`src/rtl/ssc_pkg.sv`:
```
package ssc_pkg;
  // Returns a 64-bit vector with the lowest n bits set.
  function automatic logic [63:0] low_ones(input int n);
    logic [63:0] r;
    for (int i = 0; i < 64; i++) r[i] = (i < n);
    return r;
  endfunction
endpackage

```
`src/rtl/ssc_counter.sv`:
```
module ssc_counter #(
  parameter int CNT_W = 32
) (
  input  logic             clk_i,
  input  logic             rst_ni,
  input  logic             tick_i,
  input  logic             reload_i,
  output logic [CNT_W-1:0] cnt_o
);
  logic [CNT_W-1:0] cnt_q;

  always_ff @(posedge clk_i) begin
    if (!rst_ni)     cnt_q <= '1;
    else if (tick_i) cnt_q <= reload_i ? '1 : cnt_q - 1'b1;
  end

  assign cnt_o = cnt_q;

  // no tick, no change
  p_hold_r2: assert property (@(posedge clk_i) disable iff (!rst_ni)
    !tick_i |=> $stable(cnt_o));
  // an auto-clear event leaves the counter at all ones
  p_reload_r5: assert property (@(posedge clk_i) disable iff (!rst_ni)
    (tick_i && reload_i) |=> (&cnt_o));
endmodule

```
`src/rtl/ssc_alarm_unit.sv`:
```
module ssc_alarm_unit #(
  parameter int CNT_W = 32,
  parameter int MSK_W = 6
) (
  input  logic             clk_i,
  input  logic             rst_ni,
  input  logic             tick_i,
  input  logic [CNT_W-1:0] cnt_i,
  input  logic [CNT_W-1:0] val_i,
  input  logic [MSK_W-1:0] msk_i,
  input  logic             clr_i,
  output logic             evt_o,
  output logic             flag_o
);
  // Compares the selected low bits; a zero mask count disables the compare.
  function automatic logic masked_eq(input logic [CNT_W-1:0] c,
                                     input logic [CNT_W-1:0] v,
                                     input logic [MSK_W-1:0] m);
    logic [63:0] ones;
    ones = ssc_pkg::low_ones(int'(m));
    return (m != '0) && (((c ^ v) & ones[CNT_W-1:0]) == '0);
  endfunction

  logic [CNT_W-1:0] val_prev_q;
  logic [MSK_W-1:0] msk_prev_q;
  logic             hit_q, flag_q;
  logic             match_now_w, match_prev_w;

  assign match_now_w  = masked_eq(cnt_i, val_i, msk_i);
  assign match_prev_w = masked_eq(cnt_i, val_prev_q, msk_prev_q);
  assign evt_o        = tick_i && (hit_q || match_now_w || match_prev_w);

  always_ff @(posedge clk_i) begin
    if (!rst_ni) begin
      val_prev_q <= '0;
      msk_prev_q <= '0;
      hit_q      <= 1'b0;
      flag_q     <= 1'b0;
    end else begin
      val_prev_q <= val_i;
      msk_prev_q <= msk_i;
      if (tick_i)           hit_q <= 1'b0;
      else if (match_now_w) hit_q <= 1'b1;
      if (evt_o)      flag_q <= 1'b1;
      else if (clr_i) flag_q <= 1'b0;
    end
  end

  assign flag_o = flag_q;

  // an event shows up on the flag one cycle later
  p_alarm_set_r4: assert property (@(posedge clk_i) disable iff (!rst_ni)
    evt_o |=> flag_o);
  // a mask held at zero with no remembered hit yields no event
  p_mask_off_r3: assert property (@(posedge clk_i) disable iff (!rst_ni)
    (!hit_q && msk_i == '0 && msk_prev_q == '0) |-> !evt_o);
  // a clear with no event empties the flag
  p_clear_r7: assert property (@(posedge clk_i) disable iff (!rst_ni)
    (clr_i && !evt_o) |=> !flag_o);
endmodule

```
`src/rtl/ssc_stamp_unit.sv`:
```
module ssc_stamp_unit #(
  parameter int CNT_W = 32
) (
  input  logic             clk_i,
  input  logic             rst_ni,
  input  logic [CNT_W-1:0] cnt_i,
  input  logic             en_i,
  input  logic             tamper_i,
  input  logic             ts_clr_i,
  input  logic             tso_clr_i,
  output logic             ts_flag_o,
  output logic             tso_flag_o,
  output logic [CNT_W-1:0] stamp_o
);
  logic             ts_q, tso_q;
  logic [CNT_W-1:0] stamp_q;
  logic             take_w, busy_w, capture_w, over_w;

  assign take_w    = tamper_i && en_i;
  assign busy_w    = ts_q && !ts_clr_i;  // a clear this cycle frees the slot
  assign capture_w = take_w && !busy_w;
  assign over_w    = take_w && busy_w;

  always_ff @(posedge clk_i) begin
    if (!rst_ni) begin
      ts_q    <= 1'b0;
      tso_q   <= 1'b0;
      stamp_q <= '0;
    end else begin
      if (capture_w)     ts_q <= 1'b1;
      else if (ts_clr_i) ts_q <= 1'b0;
      if (over_w)         tso_q <= 1'b1;
      else if (tso_clr_i) tso_q <= 1'b0;
      if (capture_w) stamp_q <= cnt_i;
    end
  end

  assign ts_flag_o  = ts_q;
  assign tso_flag_o = tso_q;
  assign stamp_o    = stamp_q;

  // a tamper on a pending flag raises overflow and keeps the capture
  p_ovf_keep_r9: assert property (@(posedge clk_i) disable iff (!rst_ni)
    (tamper_i && en_i && ts_flag_o && !ts_clr_i) |=> (tso_flag_o && $stable(stamp_o)));
  // an enabled tamper always leaves a flag behind
  p_no_loss_r10: assert property (@(posedge clk_i) disable iff (!rst_ni)
    (tamper_i && en_i) |=> (ts_flag_o || tso_flag_o));
  // a disabled tamper cannot raise the flag
  p_gate_r8: assert property (@(posedge clk_i) disable iff (!rst_ni)
    (!ts_flag_o && !(tamper_i && en_i)) |=> !ts_flag_o);
endmodule

```
`src/rtl/ssc_alarm_stamp.sv`:
```
module ssc_alarm_stamp #(
  parameter int CNT_W = 32,
  parameter int NALM  = 2,
  parameter int MSK_W = $clog2(CNT_W + 1)
) (
  input  logic                       clk_i,
  input  logic                       rst_ni,
  input  logic                       tick_i,
  input  logic [NALM-1:0][CNT_W-1:0] alm_val_i,
  input  logic [NALM-1:0][MSK_W-1:0] alm_msk_i,
  input  logic [NALM-1:0]            alm_reload_i,
  input  logic [NALM-1:0]            alm_clr_i,
  input  logic [NALM-1:0]            alm_ie_i,
  input  logic                       ts_en_i,
  input  logic                       tamper_i,
  input  logic                       ts_clr_i,
  input  logic                       tso_clr_i,
  input  logic                       ts_ie_i,
  output logic [CNT_W-1:0]           cnt_o,
  output logic [NALM-1:0]            alm_flag_o,
  output logic                       ts_flag_o,
  output logic                       tso_flag_o,
  output logic [CNT_W-1:0]           stamp_o,
  output logic                       irq_o
);
  logic [NALM-1:0] alm_evt_w;
  logic            reload_w;

  ssc_counter #(.CNT_W(CNT_W)) u_cnt (
    .clk_i(clk_i), .rst_ni(rst_ni), .tick_i(tick_i),
    .reload_i(reload_w), .cnt_o(cnt_o)
  );

  for (genvar k = 0; k < NALM; k++) begin : g_alm
    ssc_alarm_unit #(.CNT_W(CNT_W), .MSK_W(MSK_W)) u_alm (
      .clk_i(clk_i), .rst_ni(rst_ni), .tick_i(tick_i), .cnt_i(cnt_o),
      .val_i(alm_val_i[k]), .msk_i(alm_msk_i[k]), .clr_i(alm_clr_i[k]),
      .evt_o(alm_evt_w[k]), .flag_o(alm_flag_o[k])
    );
  end

  assign reload_w = |(alm_evt_w & alm_reload_i);

  ssc_stamp_unit #(.CNT_W(CNT_W)) u_ts (
    .clk_i(clk_i), .rst_ni(rst_ni), .cnt_i(cnt_o), .en_i(ts_en_i),
    .tamper_i(tamper_i), .ts_clr_i(ts_clr_i), .tso_clr_i(tso_clr_i),
    .ts_flag_o(ts_flag_o), .tso_flag_o(tso_flag_o), .stamp_o(stamp_o)
  );

  assign irq_o = (|(alm_flag_o & alm_ie_i)) || (ts_flag_o && ts_ie_i);

  // cleared state one cycle after reset
  p_reset_r1: assert property (@(posedge clk_i)
    !rst_ni |=> ((&cnt_o) && alm_flag_o == '0 && !ts_flag_o && !tso_flag_o));
endmodule

```
`config.mk`:
```
export PLATFORM = sky130hd
export DESIGN_NAME = ssc_alarm_stamp
export DESIGN_NICKNAME = d
export VERILOG_FILES = /design/src/rtl/ssc_pkg.sv /design/src/rtl/ssc_counter.sv /design/src/rtl/ssc_alarm_unit.sv /design/src/rtl/ssc_stamp_unit.sv /design/src/rtl/ssc_alarm_stamp.sv
export SDC_FILE = /design/constraint.sdc
export NUM_CORES = 1
export LEC_CHECK = 0
export BUFFER_PORTS_ARGS = -buffer_cell sky130_fd_sc_hd__clkbuf_2
export CAP_MARGIN = 10
export CORE_MARGIN = 2
export CORE_UTILIZATION = 30
export DETAILED_ROUTE_END_ITERATION = 16
export PLACE_DENSITY = 0.59
export SLEW_MARGIN = 25
export SYNTH_ARGS = -nofsm -noshare
export SYNTH_HDL_FRONTEND = slang
export SYNTH_SLANG_ARGS = --single-unit
```
`constraint.sdc`:
```
create_clock -name clk_i -period 6.84 [get_ports clk_i]
set_clock_uncertainty 0.2 [all_clocks]
set_input_delay 1.026 -clock clk_i [delete_from_list [all_inputs] [get_ports clk_i]]
set_output_delay 1.026 -clock clk_i [all_outputs]
set_load 0.005 [all_outputs]
```
==> results.json <==
{
  "numClockSinks": 146,
  "ir_drop_v": 0.000146,
  "dieHeight_microns": 167,
  "vias": 6916,
  "fin_area_sq_um": 9410,
  "setup_violations": 0,
  "die_width_microns": 167,
  "coreArea_sq_um": 26100,
  "placed_area_sq_um": 8830,
  "ys_ff_latch": 146,
  "initial_core_util_pct": 30.6,
  "io_buffers": 158,
  "gp_congestion": 0.902,
  "seq_power_share_pct": 43.9,
  "worst-path-buf-inv": 1,
  "worstSkewPairLatency_ns": 0.43,
  "status": "complete, no violations",
  "viasPerCell": 4.98,
  "start_kind": "register",
  "synth_area_leader_cell": "dfxtp_1",
  "p_per_area_nw_per_um2": 223,
  "placementRows": 59,
  "relSlewSlack_pct": 38.0,
  "fin_cells": 1388,
  "dr.pass1.iters": 5,
  "crit_required_ns": 6.94,
  "grt.overflow.total": 0,
  "htree_levels": 4,
  "numCtsBuffers": 17,
  "fill_cells": 2691,
  "final_core_util_pct": 36.1,
  "grt_start_max_net_pins": 65,
  "synth_top_area_share_pct": 36.7,
  "crit_chain": "or2_1 > a211oi_1 > o311ai_0 > a221oi_1 > nor2_1 > o31ai_4 > a221oi_4 > buf_4 > nand3_1",
  "power_frac_comb_pct": 11.6,
  "wl_per_cell_microns": 19.2,
  "hold_path_class": "reg -> reg",
  "area_growth_pct": 18.2,
  "drtAntennaViolNets": 0,
  "cts_root_buf": "clkbuf_16",
  "worstPathMaxFanout": 19,
  "clockPowerShare_pct": 44.6,
  "rr_worst_depth": 9,
  "ys_types": 82,
  "cpLargestDelayFamily": "compound AO/OA/AOI/OAI gates",
  "clk_path_buf_depth": 2,
  "antenna_found_initial": 0,
  "period_share_pct": 59.8,
  "synthTopCellsByArea": "dfxtp_1 37%, xor2_1 9.6%, xnor2_1 7.8%",
  "power_leakage_nw": 3.58,
  "maxCapViolCount": 0,
  "syn-num-nets": 1030,
  "synth_area_sq_um": 7970,
  "postCtsSetupBuffers": 0,
  "grt_pass1_wl_microns": 40300,
  "cts_resized": 0,
  "cp-end-kind": "register",
  "p_sw_w": 0.000552,
  "finalWirelength_microns": 26700,
  "hpwl_microns": 19900,
  "syn_area_per_cell_sq_um": 8.48,
  "cts_tree": "built",
  "yosysWarnings": 0,
  "p_sw_share_pct": 26.3,
  "drcViolationCount": 0,
  "slowest_delay_ns": 0.83,
  "whs_path_depth": 2,
  "grt_usage_pct": 19.0,
  "dp.cells": 1356,
  "crit_type": "reg -> reg",
  "synthArstFlopShare_pct": 0,
  "fin_crit_ns": 4.09,
  "cts_hold_buffers": 0,
  "syn_inst": 939,
  "first_global_vias": 6483,
  "fmax_mhz": 244,
  "die-area_sq_um": 27900,
  "io_pins": 159,
  "tightest_slew_ns": 0.921,
  "diodes": 0,
  "layout-drive-gt1-share_pct": 23.6,
  "ys_dominant_reg_cell": "dfxtp_1",
  "p_total_w": 0.00210,
  "initialDrtViolationCount": 444,
  "path_clk_slew_ns": 0.06,
  "rsz0062_at_grt": "no",
  "final.setup.tns_ns": 0,
  "ys_seq_area_share_pct": 36.7,
  "drv_slew": 0,
  "cp_slowest_cell": "a221oi_4",
  "nets": 1131,
  "path_depth": 9,
  "synth_edf_count": 0,
  "hold_violations": 0,
  "arrival_ns": 4.20,
  "internal-power_w": 0.00155
}
## kinds of logic (layout without fill, tap and decap cells)
| family | count (synthesis) | in the layout | synth area share, % |
|---|---|---|---|
| AND/OR/NAND/NOR | 357 | 357 | 23.9 |
| AO/OA/AOI/OAI | 180 | 180 | 15.9 |
| XOR/XNOR | 158 | 158 | 17.4 |
| flip-flops | 146 | 146 | 36.7 |
| buffers and inverters | 96 | 210 | 5.80 |
| adder cells (fa/ha/maj) | 1 | 1 | 0.157 |
| multiplexers | 1 | 1 | 0.141 |
## cell usage in the layout, fill, tap and decap left out, drive strengths merged, types with 6 or more instances in the layout
cell type	n
nor2	45
or2	6
a211oi	10
dfxtp	146
clkbuf	178
nand2	131
a31oi	9
nand3	12
o21ai	34
nor4	14
nor3	21
xor2	87
or3	11
xnor2	71
and2	81
inv	13
a21oi	36
o22ai	7
a21boi	33
buf	8
nand2b	6
## worst reg2reg max path, stage by stage (launching register included)
cell and delay (ns):
dfxtp_1 0.56, or2_1 0.45, a211oi_1 0.10, o311ai_0 0.75, a221oi_1 0.17, nor2_1 0.23
o31ai_4 0.12, a221oi_4 0.83, buf_4 0.45, nand3_1 0.11
## power by group through the flow
stage	Clock (W)	Combinational (W)	Sequential, W
finish	0.000937	0.000244	0.000923
global route	0.000990	0.000270	0.000927
CTS	0.000956	0.000244	0.000922
detailed placement	0	0.000243	0.000941
global placement	0	0.000242	0.000940
floorplan	0	0.000163	0.000924
## Yosys cell counts, types with 11 or more instances
cell type,count
dfxtp_1,146
nand2_1,101
xor2_1,87
and2_1,81
xnor2_1,71
nor2_1,45
clkbuf_1,41
a21oi_1,36
a21boi_0,33
o21ai_0,33
buf_2,32
nand2_2,30
nor3_1,20
nor4_1,13
nand3_1,12
inv_1,11
or3_1,11
## stage by stage
stage	setup WS, ns	hold WS (ns)
floorplan	3.63	0.260
CTS	2.80	0.267
global route	2.44	0.285
global placement	2.52	0.250
detailed placement	2.45	0.259
finish	2.75	0.262
## registers in the layout (all words and copies together) (netlist names)
register                count
g_alm.u_alm.flag_o          2
g_alm.u_alm.hit_q           2
g_alm.u_alm.msk_prev_q     12
g_alm.u_alm.val_prev_q     64
u_cnt.cnt_o                32
u_ts.stamp_o               32
u_ts.ts_flag_o              1
u_ts.tso_flag_o             1
## layer usage
| metal | global-route usage [%] | part of all wire, % | vias to the layer above |
|---|---|---|---|
| li1 | - | - | 3360 |
| met3 | 4.06 | 5.8 | 29 |
| met2 | 29.0 | 45 | 252 |
| met4 | 4.46 | 1.4 | 0 |
| met1 | 27.2 | 48 | 3275 |
| met5 | 0 | 0 | - |
## worst paths after layout
path / from / to / slack [ns]
hold / removal: u_ts.stamp_o[25] / u_ts.stamp_o[25] / 0.26
hold reg to reg: u_ts.stamp_o[25] / u_ts.stamp_o[25] / 0.26
setup / recovery: g_alm[0].u_alm.msk_prev_q[5] / u_cnt.cnt_o[2] / 2.75
setup reg to reg: g_alm[0].u_alm.msk_prev_q[5] / u_cnt.cnt_o[2] / 2.75
## layout make-up
| class | count | area (sq um) | area share (%) |
|---|---|---|---|
| Inverter | 12 | 45.0 | 0.478 |
| Clock inverter | 12 | 131 | 1.40 |
| Sequential cell | 146 | 2920 | 31.0 |
| Timing Repair Buffer | 166 | 851 | 9.04 |
| Multi-Input combinational cell | 697 | 4590 | 48.7 |
| Clock buffer | 20 | 457 | 4.85 |
| Tap cell | 335 | 419 | 4.45 |
No activity file was read; power rests on OpenSTA's default activity.
